## src/rtl/irq_unit_pkg.sv

```systemverilog
package irq_unit_pkg;

  localparam int unsigned IO_AW   = 6;
  localparam int unsigned IO_DW   = 8;
  localparam int unsigned NUM_SRC = 6;
  localparam int unsigned VEC_W   = $clog2(NUM_SRC + 1);

  localparam logic [IO_AW-1:0] ADDR_TMR_FLAG = 6'h38;
  localparam logic [IO_AW-1:0] ADDR_TMR_EN   = 6'h39;
  localparam logic [IO_AW-1:0] ADDR_EXT_FLAG = 6'h3A;
  localparam logic [IO_AW-1:0] ADDR_EXT_EN   = 6'h3B;

  typedef enum logic [1:0] {
    GRP_EXT = 2'd0,
    GRP_TMR = 2'd1
  } reg_grp_e;

  // source index i is presented as vector i+1
  function automatic reg_grp_e src_group(input int unsigned idx);
    return (idx < 2) ? GRP_EXT : GRP_TMR;
  endfunction

  function automatic int unsigned src_bit(input int unsigned idx);
    case (idx)
      0:       return 6;
      1:       return 7;
      2:       return 3;
      3:       return 6;
      4:       return 7;
      default: return 1;
    endcase
  endfunction

endpackage

```

## src/rtl/irq_rst_sync.sv

```systemverilog
module irq_rst_sync #(
  parameter int unsigned STAGES = 2
) (
  input  logic clk,
  input  logic rst_n,
  output logic rst_sync_n
);

  logic [STAGES-1:0] chain_q;
  logic [STAGES-1:0] chain_d;

  always_comb begin
    chain_d = {chain_q[STAGES-2:0], 1'b1};
  end

  always_ff @(posedge clk or negedge rst_n) begin
    if (!rst_n) chain_q <= '0;
    else        chain_q <= chain_d;
  end

  assign rst_sync_n = chain_q[STAGES-1];

endmodule

```

## src/rtl/irq_flag_bank.sv

```systemverilog
module irq_flag_bank #(
  parameter int unsigned NUM = 6
) (
  input  logic           clk,
  input  logic           rst_n,
  input  logic [NUM-1:0] set_i,
  input  logic [NUM-1:0] clr_i,
  output logic [NUM-1:0] flag_o
);

  logic [NUM-1:0] flag_q;
  logic [NUM-1:0] flag_d;
  logic [NUM-1:0] flag_en;

  for (genvar i = 0; i < NUM; i++) begin : g_flag
    // a new event wins over any clear at the same edge
    always_comb begin
      flag_en[i] = set_i[i] | clr_i[i];
      flag_d[i]  = set_i[i];
    end

    always_ff @(posedge clk or negedge rst_n) begin
      if (!rst_n)          flag_q[i] <= 1'b0;
      else if (flag_en[i]) flag_q[i] <= flag_d[i];
    end
  end

  assign flag_o = flag_q;

  AST_SET_STICKS: assert property (@(posedge clk) disable iff (!rst_n)
    (|set_i) |=> ((flag_o & $past(set_i)) == $past(set_i)));
  AST_CLR_TAKES: assert property (@(posedge clk) disable iff (!rst_n)
    (|(clr_i & ~set_i)) |=> ((flag_o & $past(clr_i & ~set_i)) == '0));
  AST_FLAG_HOLDS: assert property (@(posedge clk) disable iff (!rst_n)
    ((set_i == '0) && (clr_i == '0)) |=> $stable(flag_o));

endmodule

```

## src/rtl/irq_prio_enc.sv

```systemverilog
module irq_prio_enc #(
  parameter int unsigned NUM = 6,
  parameter int unsigned VW  = 3
) (
  input  logic           clk,
  input  logic           rst_n,
  input  logic [NUM-1:0] req_i,
  output logic           valid_o,
  output logic [VW-1:0]  vec_o,
  output logic [NUM-1:0] grant_o
);

  always_comb begin
    valid_o = 1'b0;
    vec_o   = '0;
    grant_o = '0;
    for (int i = NUM - 1; i >= 0; i--) begin
      if (req_i[i]) begin
        valid_o = 1'b1;
        vec_o   = VW'(i + 1);
        grant_o = NUM'(1) << i;
      end
    end
  end

  AST_GRANT_ONEHOT: assert property (@(posedge clk) disable iff (!rst_n)
    $onehot0(grant_o) && ((grant_o & ~req_i) == '0));
  AST_LOWEST_WINS: assert property (@(posedge clk) disable iff (!rst_n)
    valid_o |-> ((req_i & ((NUM'(1) << (vec_o - 1'b1)) - NUM'(1))) == '0));
  AST_IDLE_ZERO: assert property (@(posedge clk) disable iff (!rst_n)
    !valid_o |-> (vec_o == '0 && req_i == '0));

endmodule

```

## src/rtl/irq_vector_unit.sv

```systemverilog
module irq_vector_unit
  import irq_unit_pkg::*;
(
  input  logic             clk,
  input  logic             rst_n,
  input  logic [IO_AW-1:0] io_addr,
  input  logic             io_wr,
  input  logic [IO_DW-1:0] io_wdata,
  output logic [IO_DW-1:0] io_rdata,
  input  logic [NUM_SRC-1:0] src_evt,
  input  logic             gie,
  input  logic             irq_ack,
  output logic             irq_valid,
  output logic [VEC_W-1:0] irq_vec
);

  logic               rst_int_n;
  logic [NUM_SRC-1:0] flag;
  logic [NUM_SRC-1:0] en_q;
  logic [NUM_SRC-1:0] en_d;
  logic [NUM_SRC-1:0] en_we;
  logic [NUM_SRC-1:0] sw_clr;
  logic [NUM_SRC-1:0] ack_clr;
  logic [NUM_SRC-1:0] req;
  logic [NUM_SRC-1:0] grant;
  logic               wr_ext_flag, wr_tmr_flag, wr_ext_en, wr_tmr_en;

  irq_rst_sync #(.STAGES(2)) i_rst_sync (
    .clk        (clk),
    .rst_n      (rst_n),
    .rst_sync_n (rst_int_n)
  );

  always_comb begin
    wr_ext_flag = io_wr && (io_addr == ADDR_EXT_FLAG);
    wr_tmr_flag = io_wr && (io_addr == ADDR_TMR_FLAG);
    wr_ext_en   = io_wr && (io_addr == ADDR_EXT_EN);
    wr_tmr_en   = io_wr && (io_addr == ADDR_TMR_EN);
  end

  for (genvar i = 0; i < NUM_SRC; i++) begin : g_src
    localparam reg_grp_e GRP = src_group(i);
    localparam int unsigned BP = src_bit(i);

    always_comb begin
      if (GRP == GRP_EXT) begin
        sw_clr[i] = wr_ext_flag & io_wdata[BP];
        en_we[i]  = wr_ext_en;
      end else begin
        sw_clr[i] = wr_tmr_flag & io_wdata[BP];
        en_we[i]  = wr_tmr_en;
      end
      en_d[i] = io_wdata[BP];
    end

    always_ff @(posedge clk or negedge rst_int_n) begin
      if (!rst_int_n)   en_q[i] <= 1'b0;
      else if (en_we[i]) en_q[i] <= en_d[i];
    end
  end

  irq_flag_bank #(.NUM(NUM_SRC)) i_flags (
    .clk    (clk),
    .rst_n  (rst_int_n),
    .set_i  (src_evt),
    .clr_i  (sw_clr | ack_clr),
    .flag_o (flag)
  );

  always_comb begin
    req = flag & en_q & {NUM_SRC{gie}};
  end

  irq_prio_enc #(.NUM(NUM_SRC), .VW(VEC_W)) i_prio (
    .clk     (clk),
    .rst_n   (rst_int_n),
    .req_i   (req),
    .valid_o (irq_valid),
    .vec_o   (irq_vec),
    .grant_o (grant)
  );

  always_comb begin
    ack_clr = irq_ack ? grant : '0;
  end

  // read mux: pack per-source bits into their register slots
  always_comb begin
    io_rdata = '0;
    for (int i = 0; i < NUM_SRC; i++) begin
      if (src_group(i) == GRP_EXT) begin
        if (io_addr == ADDR_EXT_FLAG) io_rdata[src_bit(i)] = flag[i];
        if (io_addr == ADDR_EXT_EN)   io_rdata[src_bit(i)] = en_q[i];
      end else begin
        if (io_addr == ADDR_TMR_FLAG) io_rdata[src_bit(i)] = flag[i];
        if (io_addr == ADDR_TMR_EN)   io_rdata[src_bit(i)] = en_q[i];
      end
    end
  end

  AST_GIE_GATES: assert property (@(posedge clk) disable iff (!rst_int_n)
    !gie |-> !irq_valid);
  AST_RSVD_EXT_ZERO: assert property (@(posedge clk) disable iff (!rst_int_n)
    (io_addr == ADDR_EXT_FLAG || io_addr == ADDR_EXT_EN) |-> (io_rdata[5:0] == '0));
  AST_RSVD_TMR_ZERO: assert property (@(posedge clk) disable iff (!rst_int_n)
    (io_addr == ADDR_TMR_FLAG || io_addr == ADDR_TMR_EN) |-> ((io_rdata & 8'h35) == '0));
  AST_NOACK_IDLE: assert property (@(posedge clk) disable iff (!rst_int_n)
    (irq_ack && !irq_valid && !io_wr) |=> ((flag & ~$past(flag)) == $past(src_evt & ~flag)));

endmodule

```

## config.mk

```make
export PLATFORM = sky130hd
export DESIGN_NAME = irq_vector_unit
export DESIGN_NICKNAME = d
export VERILOG_FILES = /design/src/rtl/irq_unit_pkg.sv /design/src/rtl/irq_rst_sync.sv /design/src/rtl/irq_flag_bank.sv /design/src/rtl/irq_prio_enc.sv /design/src/rtl/irq_vector_unit.sv
export SDC_FILE = /design/constraint.sdc
export NUM_CORES = 1
export LEC_CHECK = 0
export BUFFER_PORTS_ARGS = -buffer_cell sky130_fd_sc_hd__buf_2
export CORE_MARGIN = 1
export CORE_UTILIZATION = 39
export CTS_BUF_LIST = sky130_fd_sc_hd__clkbuf_4 sky130_fd_sc_hd__clkbuf_8
export DETAILED_ROUTE_END_ITERATION = 8
export PLACE_DENSITY_LB_ADDON = 0.3
export SYNTH_ARGS = -nofsm -noshare
export SYNTH_HDL_FRONTEND = slang
export SYNTH_SLANG_ARGS = --single-unit
```

## constraint.sdc

```tcl
create_clock -name clk -period 1.7 [get_ports clk]
set_clock_uncertainty 0.05 [all_clocks]
set_input_delay 0.17 -clock clk [delete_from_list [all_inputs] [get_ports clk]]
set_output_delay 0.17 -clock clk [all_outputs]
set_load 0.005 [all_outputs]
```

* Yosys cells after proc, flatten, opt, wreduce, memory -nomap -nowiden *
Index checks and enable logic that the tools add are counted.

cells by class
  reductions and logical operators = 16
  bitwise gates (word level) = 16
  mux-type cells = 78
  eq/ne operators = 4
  magnitude comparators = 24

operator list
  operator                                                                 number
  32-bit by 1-bit >= comparator with 1-bit output (second input constant)  12
  32-bit by 4-bit < comparator with 1-bit output (second input constant)   12
  32-bit two-way mux                                                       12
  8-bit two-way mux                                                        12
  8-bit bitwise mux                                                        11
  6-bit two-way mux                                                        7
  1-bit demux with 3-bit select                                            12
  6-bit equality test (second input constant)                              4
  1-bit two-way mux                                                        18
  3-bit two-way mux                                                        6
  1-bit logical AND                                                        16
  6-bit bitwise AND                                                        2
  8-bit bitwise AND                                                        1
  1-bit bitwise AND                                                        6
  1-bit OR                                                                 6
  6-bit OR                                                                 1

storage, ports and cells
  output and inout bits = 12
  register bits = 14
  word-level logic and storage cells = 151

* Depth between registers and ports, before layout *
Gate-level depths: netlist of run 1.

  depth in word-level cells = 30
  depth in mapped cells = 5

* Cells and area by module *
From an unflattened synthesis of run 1, not the netlist that was laid out.

second synthesis, totals
  cell total of the unflattened synthesis = 83
  area, all modules = 884.6 µm²

by module, submodules not included
  module           times used  cells an instance  seq. area each (µm²)  area an instance (µm²)
  irq_vector_unit  1           46                 150.1                 510.5
  irq_flag_bank    1           18                 150.1                 217.7
  irq_prio_enc     1           16                 0.0                   102.6
  irq_rst_sync     1           3                  50.0                  53.8

* Worst setup path before layout of run 1 *
OpenSTA, ideal clock, no wires.

  path kind = reg2reg
  start point = reg en_q[1]
  end point = reg i_flags.flag_q[4] (netlist: i_flags.flag_o[4])
  library setup time = 120 ps
  required time = 1,530 ps
  path buffers = 0
  data arrival time = 1,100 ps
  period minus slack after synthesis = 1,270 ps
  setup slack = 430 ps
  stages on the path, launching flop included = 5
  cells stage by stage = dfrtp_1 > a22oi_1 > and3b_1 > nand2_1 > a31o_1

on the way
  word-level cells in the longest chain between the ends = 7

ends and longest elaborated chain
  element                          line                   text
  start, declared                  irq_vector_unit.sv:19  logic [NUM_SRC-1:0] en_q;
  start signal, assigned by index  irq_vector_unit.sv:58  else if (en_we[i]) en_q[i] <= en_d[i];
  6-bit bitwise AND (2 in a row)   irq_vector_unit.sv:71  req = flag & en_q & {NUM_SRC{gie}};
  6-bit two-way mux (2 in a row)   irq_prio_enc.sv:18     if (req_i[i]) begin
  6-bit two-way mux                irq_vector_unit.sv:84  ack_clr = irq_ack ? grant : '0;
  6-bit OR                         irq_vector_unit.sv:66  .clr_i (sw_clr | ack_clr),
  1-bit OR                         irq_flag_bank.sv:18    flag_en[i] = set_i[i] | clr_i[i];
  end signal, assigned by index    irq_flag_bank.sv:24    else if (flag_en[i]) flag_q[i] <= flag_d[i];
  end, declared                    irq_flag_bank.sv:11    logic [NUM-1:0] flag_q;

No other way between the ends.
A chain may end at the register's enable or synchronous reset.

* Final worst setup path of run 1 *
  start point = reg en_q[1]
  end point = out io_rdata[7]

on the way
  word-level cells in the longest chain between the ends = 18

ends and longest elaborated chain
  element                line                   text
  8-bit bitwise mux (*)  irq_vector_unit.sv:93  if (io_addr == ADDR_EXT_EN) io_rdata[src_bit(i)] = en_q[i];
  8-bit two-way mux (*)  irq_vector_unit.sv:93
  8-bit bitwise mux      irq_vector_unit.sv:95  if (io_addr == ADDR_TMR_FLAG) io_rdata[src_bit(i)] = flag[i];
  8-bit two-way mux (*)  irq_vector_unit.sv:95
  8-bit bitwise mux      irq_vector_unit.sv:96  if (io_addr == ADDR_TMR_EN) io_rdata[src_bit(i)] = en_q[i];
  8-bit two-way mux (*)  irq_vector_unit.sv:96
  8-bit bitwise mux      irq_vector_unit.sv:95
  8-bit two-way mux (*)  irq_vector_unit.sv:95
  [2 not listed]         -
  8-bit bitwise mux      irq_vector_unit.sv:95
  8-bit two-way mux (*)  irq_vector_unit.sv:95
  8-bit bitwise mux      irq_vector_unit.sv:96
  8-bit two-way mux (*)  irq_vector_unit.sv:96
  8-bit bitwise mux      irq_vector_unit.sv:95
  8-bit two-way mux (*)  irq_vector_unit.sv:95
  8-bit bitwise mux      irq_vector_unit.sv:96
  8-bit two-way mux (*)  irq_vector_unit.sv:96
  end, declared          irq_vector_unit.sv:9   output logic [IO_DW-1:0] io_rdata,

Mark *: on every way between the ends. The rest lies on a longest branch, timed or not.

==> qor.yml, run 1 <==
status: "complete, but fails checks"
violations: "setup timing"
worstPathCellList: "mux4_2 > nor2b_4 > buf_2"
slew_violations: 0
seqPwrFrac: 0.480
syn_to_final_growth_pct: 26.4
async_flop_share: 1.00
synth_ff_type: "dfrtp_1"
rows: 16
die_w_um: 48.7
rsz0062_at_grt: "true"
layout-drive-gt1-share: 0.400
place_ws_ps: 300
n_antenna_cell: 0
die_h_um: 48.7
max_cap_violations: 0
synthTopCellsByCount: "nand2_1, dfrtp_1, mux2_1, nand3_1, buf_4"
final-setup-viol-count: 1
critPathLaunchType: "flop"
timing.setup.tns_ps: -4.18
clockRootBuffer: "clkbuf_4"
cts.path.max_buffers: 2
clock-sinks: 14
grt_pass1_wl_um: 2950
grt_max_degree: 13
yosysMostFrequentCell: "nand2_1"
synth_edf_count: 0
p_switching_w: 0.000233
syn_area_per_cell_um2: 10.4
yosysWarnings: 0
clk_pin_slew_worst_paths_ps: 90
critPathMaxFanout: 5
place_inst: 134
yosys.area.top_type_share: 0.412
syn-instance-count: 82
worstHoldPathType: "in2reg"
htreeDepth: 1
first_iter_violations: 21
placed_cell_area_um2: 992
core_um2: 2000
fin_ws_ps: -4.18
via_count: 726
port_buffers: 28
ys_seq_area_frac: 0.412
critPathSlowestCell: "mux4_2"
final_nets: 141
critPathKind: "reg2out"
vias_per_cell: 5.11
firstDrtPassIters: 4
io_pins: 37
max_freq_ghz: 0.587
cts_buffers: 3
worst_ep_arrival_time_ps: 1480
gp_congestion: 0.833
fin_area_um2: 1070
switching_share: 0.281
grt_util_all_layers: 0.167
cts_tree: "yes"
clk_latency_ps: 280
period_minus_slack_ps: 1700
initial_utilization: 0.424
critPathRequiredTime_ps: 1480
hold_viol: 0
slowest_delay_ps: 490
share_comb_of_total_power: 0.229
syn_area_um2: 850
post-route-period-util: 1.00
synth.ff_latch_count: 14
drt-total-wl_um: 1870
overflow: 0
yosysTopAreaCell: "dfrtp_1"
clock_power_share: 0.292
peakVddDrop_mv: 0.607
layoutNonFillerInstCount: 142
grt_pass1_vias: 641
antenna_found_initial: 0
whs_ps: 16.5
powerDensity_nw_per_um2: 772
ant_nets: 0
worstSetupEndpointType: "output port"
power.internal_w: 0.000595
post-dp-hpwl_um: 1460
synth_area_leaders: "dfrtp_1, mux2_1, nand2_1"
synth.distinct_cells: 27
wire_per_inst_um: 13.2
leakage_nw: 0.510
drc: 0
die_area_um2: 2370
[critical path, delay by kind of cell (launching register included)]
family	cells	cell delay (ps)
and+or+nand+nor	1	140
buffers and inverters	1	120
muxes	1	490
DFF	1	450
[cells in the final DEF, fill, tap and decap left out, drive strengths merged, types with 2 or more instances in the layout]
| cell | netlist | routed |
|---|---|---|
| a21oi | 3 | 3 |
| nand2 | 16 | 16 |
| and3b | 2 | 2 |
| clkbuf | 0 | 4 |
| nand3 | 6 | 6 |
| mux2 | 6 | 6 |
| conb | 2 | 5 |
| nor2b | 3 | 3 |
| dfrtp | 14 | 14 |
| buf | 6 | 31 |
| a31o | 6 | 6 |
| mux2i | 2 | 2 |
| mux4 | 2 | 2 |
| a22oi | 2 | 2 |
| nor3 | 3 | 3 |
[sequential cells by signal, summed over array words and instances (netlist names)]
signal / flops
en_q: 6
i_rst_sync.chain_q: 2
i_flags.flag_o: 6
[metrics by stage]
| step | total power [W] | utilization |
|---|---|---|
| final | 0.000828 | 0.536 |
| after global routing | 0.000876 | 0.536 |
| after CTS | 0.000815 | 0.519 |
| after detailed placement | 0.000572 | 0.496 |
| after global placement | 0.000566 | 0.496 |
| after floorplan | 0.000507 | - |
[power groups by stage]
| stage | clock network, W | registers [W] | logic, W |
|---|---|---|---|
| global placement | 0 | 0.000401 | 0.000166 |
| CTS | 0.000248 | 0.000395 | 0.000172 |
| finish | 0.000242 | 0.000397 | 0.000190 |
| global route | 0.000260 | 0.000403 | 0.000213 |
| detailed placement | 0 | 0.000402 | 0.000170 |
| floorplan | 0 | 0.000391 | 0.000116 |
[routing by layer]
metal | up-vias | track usage | routed length, um
met5 | - | 0 | 0
met4 | 0 | 0.0882 | 42
met3 | 5 | 0.0440 | 109
met2 | 27 | 0.248 | 849
met1 | 337 | 0.222 | 869
li1 | 357 | - | -
[timing repair]
item	in CTS	in global routing
endpoints found under the setup margin	0	3
endpoints found under the hold margin	2	0
hold buffers	1	0
gates resized for setup	0	2
buffers inserted	0	3
[final cells by class]
type	count	area, um^2
fill	189	928
multi-input combinational	64	477
sequential	14	350
timing repair buffer	32	173
clock buffer	4	36.3
tap	27	33.8
inverter	1	3.75
[logic make-up after synthesis]
family / after synthesis / synth area share
compound gates: 14 / 0.121
buf+inv: 7 / 0.0545
flops: 14 / 0.412
mux: 10 / 0.156
other cells: 2 / 0.00884
simple gates: 35 / 0.247
[path summary, 6_finish.rpt]
path / startpoint / endpoint / slack [ps] / cells past startpoint
min reg2reg: i_rst_sync.chain_q[1]$_DFF_PN0_ / i_flags.flag_o[0]$_DFFE_PN0P_ / 140 / 0
min in group asynchronous: rst_n / i_rst_sync.chain_q[0]$_DFF_PN0_ / 140 / 2
min: src_evt[1] / i_flags.flag_o[1]$_DFFE_PN0P_ / 20 / 2
max reg2reg: i_flags.flag_o[1]$_DFFE_PN0P_ / i_flags.flag_o[4]$_DFFE_PN0P_ / 340 / 4
max: en_q[1]$_DFFE_PN0P_ / io_rdata[7] / -4 / 3
max in group asynchronous: i_rst_sync.chain_q[1]$_DFF_PN0_ / en_q[4]$_DFFE_PN0P_ / 1130 / 0
(Power assumes the default switching activity.)
==> run 2: changes to the inputs <==
--- a/config.mk
+++ b/config.mk
@@ -7,8 +7,8 @@
 export LEC_CHECK = 0
 export BUFFER_PORTS_ARGS = -buffer_cell sky130_fd_sc_hd__buf_2
 export CORE_MARGIN = 1
-export CORE_UTILIZATION = 39
-export CTS_BUF_LIST = sky130_fd_sc_hd__clkbuf_4 sky130_fd_sc_hd__clkbuf_8
+export CORE_UTILIZATION = 30
+export CTS_BUF_LIST = sky130_fd_sc_hd__clkbuf_2 sky130_fd_sc_hd__clkbuf_4 sky130_fd_sc_hd__clkbuf_8
 export DETAILED_ROUTE_END_ITERATION = 8
 export PLACE_DENSITY_LB_ADDON = 0.3
 export SYNTH_ARGS = -nofsm -noshare
==> qor.yml, run 2 (same netlist as run 1, synthesis figures left out) <==
status: "completed"
critPathMaxFanout: 5
antenna_found_initial: 0
slowest_delay_ps: 480
p_total_w: 0.000831
initial_utilization: 0.331
worst_ep_arrival_time_ps: 1480
cts.path.max_buffers: 2
cts_buffers: 3
rsz0062_at_grt: "true"
clockRootBuffer: "clkbuf_4"
drt-total-wl_um: 1930
grt_util_all_layers: 0.139
wire_per_inst_um: 13.5
met3_usage: 0.0187
clock-sinks: 14
critPathRequiredTime_ps: 1480
max_freq_ghz: 0.588
die_area_um2: 3050
hold_viol: 0
path_delay_family: "multiplexers"
gp_congestion: 0.763
max_cap_violations: 0
grt_max_degree: 13
place_ws_ps: 236
post-dp-hpwl_um: 1510
n_antenna_cell: 0
io_pins: 37
final_nets: 139
use_met2: 0.220
worstSetupEndpointType: "output port"
port_buffers: 28
final-setup-viol-count: 0
grt_pass1_wl_um: 3330
powerDensity_nw_per_um2: 770
whs_ps: 13.9
ant_nets: 0
critPathKind: "reg2out"
n_fill_cell: 271
cp_num_buf_inv: 1
worstHoldPathType: "in2reg"
peakVddDrop_mv: 0.610
critPathLaunchType: "flop"
firstDrtPassIters: 6
layout_commonest_cell: "buf_2"
rows: 18
fin_area_um2: 1080
layout-drive-gt1-share: 0.416
grt_pass1_vias: 722
drc: 0
die_w_um: 55.2
critPathSlowestCell: "mux4_2"
vias_per_cell: 5.12
timing.setup.tns_ps: 0
worstPathCellList: "mux4_2 > nor2b_4 > buf_2"
cts_tree: "yes"
final_cell_mix: "buf_2, nand2_1, dfrtp_1"
die_h_um: 55.2
post-route-period-util: 1.00
leakage_nw: 0.504
syn_to_final_growth_pct: 27.0
clk_pin_slew_worst_paths_ps: 90
htreeDepth: 1
fin_ws_ps: 0.557
overflow: 0
core_um2: 2570
via_count: 732
first_iter_violations: 16
period_minus_slack_ps: 1700
clk_latency_ps: 290
grtUsageMet1: 0.184
top_usage_layer: "met2"
slew_violations: 0
placed_cell_area_um2: 996
==> run 2: cell count changes in the layout (fill, tap and decap cells not counted), sizes merged <==
cell  before  now
buf       31   29
==> run 2: power breakdown <==
part | internal, W | total, W | switching (W)
Combinational | 0.0000992 | 0.000185 | 0.0000856
Clock | 0.000131 | 0.000248 | 0.000117
Sequential | 0.000360 | 0.000398 | 0.0000380
Total | 0.000590 | 0.000831 | 0.000241
==> run 2: metrics by stage <==
step / util / instances
detailed placement: 0.388 / 137
global placement: 0.388 / 137
global route: 0.420 / 143
CTS: 0.406 / 142
floorplan: - / 85
finish: 0.420 / 143
==> run 2: area by class of cell <==
| class | count | area, um^2 | area share |
|---|---|---|---|
| Inverter | 1 | 3.75 | 0.00348 |
| Sequential cell | 14 | 350 | 0.325 |
| Clock buffer | 4 | 36.3 | 0.0336 |
| Timing Repair Buffer | 30 | 158 | 0.146 |
| Multi-Input combinational cell | 64 | 493 | 0.457 |
| Tap cell | 30 | 37.5 | 0.0348 |
==> run 2: worst register-to-register path, cell delays in order, from the launching register on <==
cell      delay [ps]
dfrtp_1          430
a22oi_2          290
and3b_1          270
nand2b_1          70
a31o_1           200
==> run 2: worst paths after layout <==
kind,to,slack [ps],cells after the start,from
max,io_rdata[6],0.6,3,en_q[3]$_DFFE_PN0P_
min,i_flags.flag_o[3]$_DFFE_PN0P_,10,2,src_evt[3]
max reg2reg,i_flags.flag_o[5]$_DFFE_PN0P_,290,4,i_flags.flag_o[1]$_DFFE_PN0P_
min reg2reg,en_q[3]$_DFFE_PN0P_,160,0,i_rst_sync.chain_q[1]$_DFF_PN0_
max in group asynchronous,en_q[1]$_DFFE_PN0P_,1110,0,i_rst_sync.chain_q[1]$_DFF_PN0_
min in group asynchronous,i_rst_sync.chain_q[0]$_DFF_PN0_,120,2,rst_n
==> run 2: routing by layer <==
metal / part of all wire / wire length [um]
met4: 0.021 / 41
met5: 0 / 0
met3: 0.050 / 97
met1: 0.47 / 903
met2: 0.46 / 884
==> run 2: repair_timing <==
item / CTS / global route
hold buffers: 1 / 0
endpoints found under the hold margin: 2 / 0
buffers inserted: 0 / 1
gates resized for setup: 0 / 6
endpoints found under the setup margin: 0 / 6
==> run 3: changes to the inputs <==
--- a/config.mk
+++ b/config.mk
@@ -5,12 +5,14 @@
 export SDC_FILE = /design/constraint.sdc
 export NUM_CORES = 1
 export LEC_CHECK = 0
+export ABC_AREA = 1
 export BUFFER_PORTS_ARGS = -buffer_cell sky130_fd_sc_hd__buf_2
 export CORE_MARGIN = 1
 export CORE_UTILIZATION = 30
 export CTS_BUF_LIST = sky130_fd_sc_hd__clkbuf_2 sky130_fd_sc_hd__clkbuf_4 sky130_fd_sc_hd__clkbuf_8
 export DETAILED_ROUTE_END_ITERATION = 8
 export PLACE_DENSITY_LB_ADDON = 0.3
+export REMOVE_ABC_BUFFERS = 1
 export SYNTH_ARGS = -nofsm -noshare
 export SYNTH_HDL_FRONTEND = slang
 export SYNTH_SLANG_ARGS = --single-unit
==> qor.yml, run 3 <==
gp_congestion: 0.829
grt_pass1_vias: 815
min_to: "i_flags.flag_o[4]$_DFFE_PN0P_"
leakage_nw: 0.585
clk_latency_ps: 270
syn_to_final_growth_pct: 19.9
powerDensity_nw_per_um2: 720
worstPathCellList: "nand3_1 > nand2_1 > a31oi_1 > nand3_1 > buf_2"
worst_pin_slew_ps: 508
die_w_um: 58.2
die_h_um: 58.2
clock-sinks: 14
hold_depth: 3
hold_viol: 0
slew_headroom: 0.661
ant_nets: 0
clk_pin_slew_worst_paths_ps: 90
timing.setup.tns_ps: 0
layout-drive-gt1-share: 0.306
rows: 20
synth.ff_latch_count: 14
max_cap_violations: 0
drt-total-wl_um: 2060
synth.distinct_cells: 21
post_cts_buffers: 0
synth_area_leaders: "dfrtp_1, nand2_1, nand3_1"
worst_ep_arrival_time_ps: 1330
worst_path_most_repeated_cell: "nand3_1"
layoutNonFillerInstCount: 201
syn_area_um2: 948
post-route-period-util: 0.913
place_inst: 196
yosysWarnings: 0
syn_area_per_cell_um2: 7.35
core_um2: 3030
final_nets: 183
critPathLaunchType: "flop"
post-dp-hpwl_um: 1700
synth_ff_type: "dfrtp_1"
clockRootBuffer: "clkbuf_4"
initial_utilization: 0.313
slowest_delay_ps: 410
via_count: 904
htreeDepth: 1
slew_violations: 0
cts_resized: 0
rr_worst_depth: 6
max_freq_ghz: 0.644
antenna_found_initial: 0
drc: 0
grt_pass1_wl_um: 3390
final-setup-viol-count: 0
cts_buffers: 3
yosys.area.top_type_share: 0.369
grt_util_all_layers: 0.131
syn-instance-count: 129
period_minus_slack_ps: 1550
rr_startpoint: "i_flags.flag_o[0]$_DFFE_PN0P_"
firstDrtPassIters: 6
status: "completed"
peakVddDrop_mv: 0.317
vias_per_cell: 4.50
wire_per_inst_um: 10.3
critPathSlowestCell: "dfrtp_1"
regToRegSetupSlack_ps: 570
worstSetupEndpointType: "output port"
io_pins: 37
critPathMaxFanout: 3
grt_max_degree: 13
overflow: 0
final_cell_mix: "nand2_1, buf_2, nand3_1"
worstHoldPathType: "in2reg"
port_buffers: 28
critPathRequiredTime_ps: 1480
ys_seq_area_frac: 0.369
critPathKind: "reg2out"
cts_tree: "yes"
die_area_um2: 3390
async_flop_share: 1.00
yosysMostFrequentCell: "nand2_1"
synthTopCellsByCount: "nand2_1, nand3_1, dfrtp_1, inv_1"
reg2reg_to: "i_flags.flag_o[5]$_DFFE_PN0P_"
n_antenna_cell: 0
cts.path.max_buffers: 2
layout_commonest_cell: "nand2_1"
n_fill_cell: 346
first_iter_violations: 27
rsz0062_at_grt: "false"
synth_edf_count: 0
min_from: "src_evt[4]"
yosysTopAreaCell: "dfrtp_1"
==> run 3: cell types whose count changed in the layout (fill, tap and decap cells not counted), moves of 4 or more <==
cell | previous run | this run
nand3_1 | 6 | 18
inv_1 | 1 | 14
mux2_1 | 6 | 0
nand4_1 | 0 | 7
nand2_1 | 16 | 35
o21ai_0 | 1 | 5
a31o_1 | 4 | 0
nand3_2 | 0 | 4
==> run 3: kinds of logic (layout without fill, tap and decap cells) <==
kind of cell,count (synthesis),after routing,synth area share
AOI/OAI and AO/OA,12,12,0.0699
buffers and inverters,25,50,0.135
DFF,14,14,0.369
other,2,5,0.00792
and+or+nand+nor,76,76,0.418
==> run 3: power breakdown <==
part	total [W]	switching [W]	leakage (nW)	internal (W)
clock network	0.000237	0.000107	0.0210	0.000130
registers	0.000398	0.0000339	0.153	0.000364
logic	0.000184	0.000106	0.411	0.0000781
==> run 3: how the worst max path moves through the flow <==
stage | startpoint | end | cells past startpoint
floorplan | i_flags.flag_o[4]$_DFFE_PN0P_ | irq_valid | 4
global placement | io_addr[2] | io_rdata[1] | 7
detailed placement | io_addr[2] | io_rdata[3] | 7
CTS | i_flags.flag_o[4]$_DFFE_PN0P_ | irq_valid | 5
global route | i_flags.flag_o[4]$_DFFE_PN0P_ | irq_valid | 5
finish | i_flags.flag_o[4]$_DFFE_PN0P_ | irq_valid | 5
==> run 3: layout make-up <==
class	instances	area, um^2	area share
Sequential cell	14	350	0.308
Tap cell	44	55.1	0.0484
Timing Repair Buffer	29	150	0.132
Inverter	17	63.8	0.0561
Clock buffer	4	36.3	0.0319
Multi-Input combinational cell	93	482	0.424
==> run 3: stage by stage <==
stage | setup WS (ps) | instance area (um^2) | util | power, W | hold slack [ps]
floorplan | 686 | 896 | - | 0.000508 | -176
global placement | 409 | 1090 | 0.360 | 0.000584 | -94.5
detailed placement | 403 | 1090 | 0.360 | 0.000588 | -92.2
CTS | 147 | 1140 | 0.376 | 0.000837 | 6.88
global route | 55.0 | 1140 | 0.376 | 0.000880 | 8.06
finish | 148 | 1140 | 0.376 | 0.000819 | 18.5
==> run 3: timing repair <==
action                                 in CTS  in global routing
setup endpoints to repair                   0                  0
endpoints found under the hold margin       2                  0
hold buffers                                1                  0
==> run 3: critical path: cells and delay by family, from the launching register on <==
kind,cells,cell delay [ps]
compound gates,1,220
buf+inv,1,140
flops,1,410
simple gates,3,300
==> run 3: layer usage <==
| metal | routed length, um | global-route usage | part of all wire | vias to the layer above |
|---|---|---|---|---|
| met5 | 0 | 0 | 0 | - |
| met4 | 15 | 0.0612 | 0.0073 | 0 |
| met3 | 111 | 0.0246 | 0.054 | 2 |
| met2 | 958 | 0.209 | 0.46 | 29 |
| met1 | 975 | 0.170 | 0.47 | 410 |
| li1 | - | - | - | 463 |
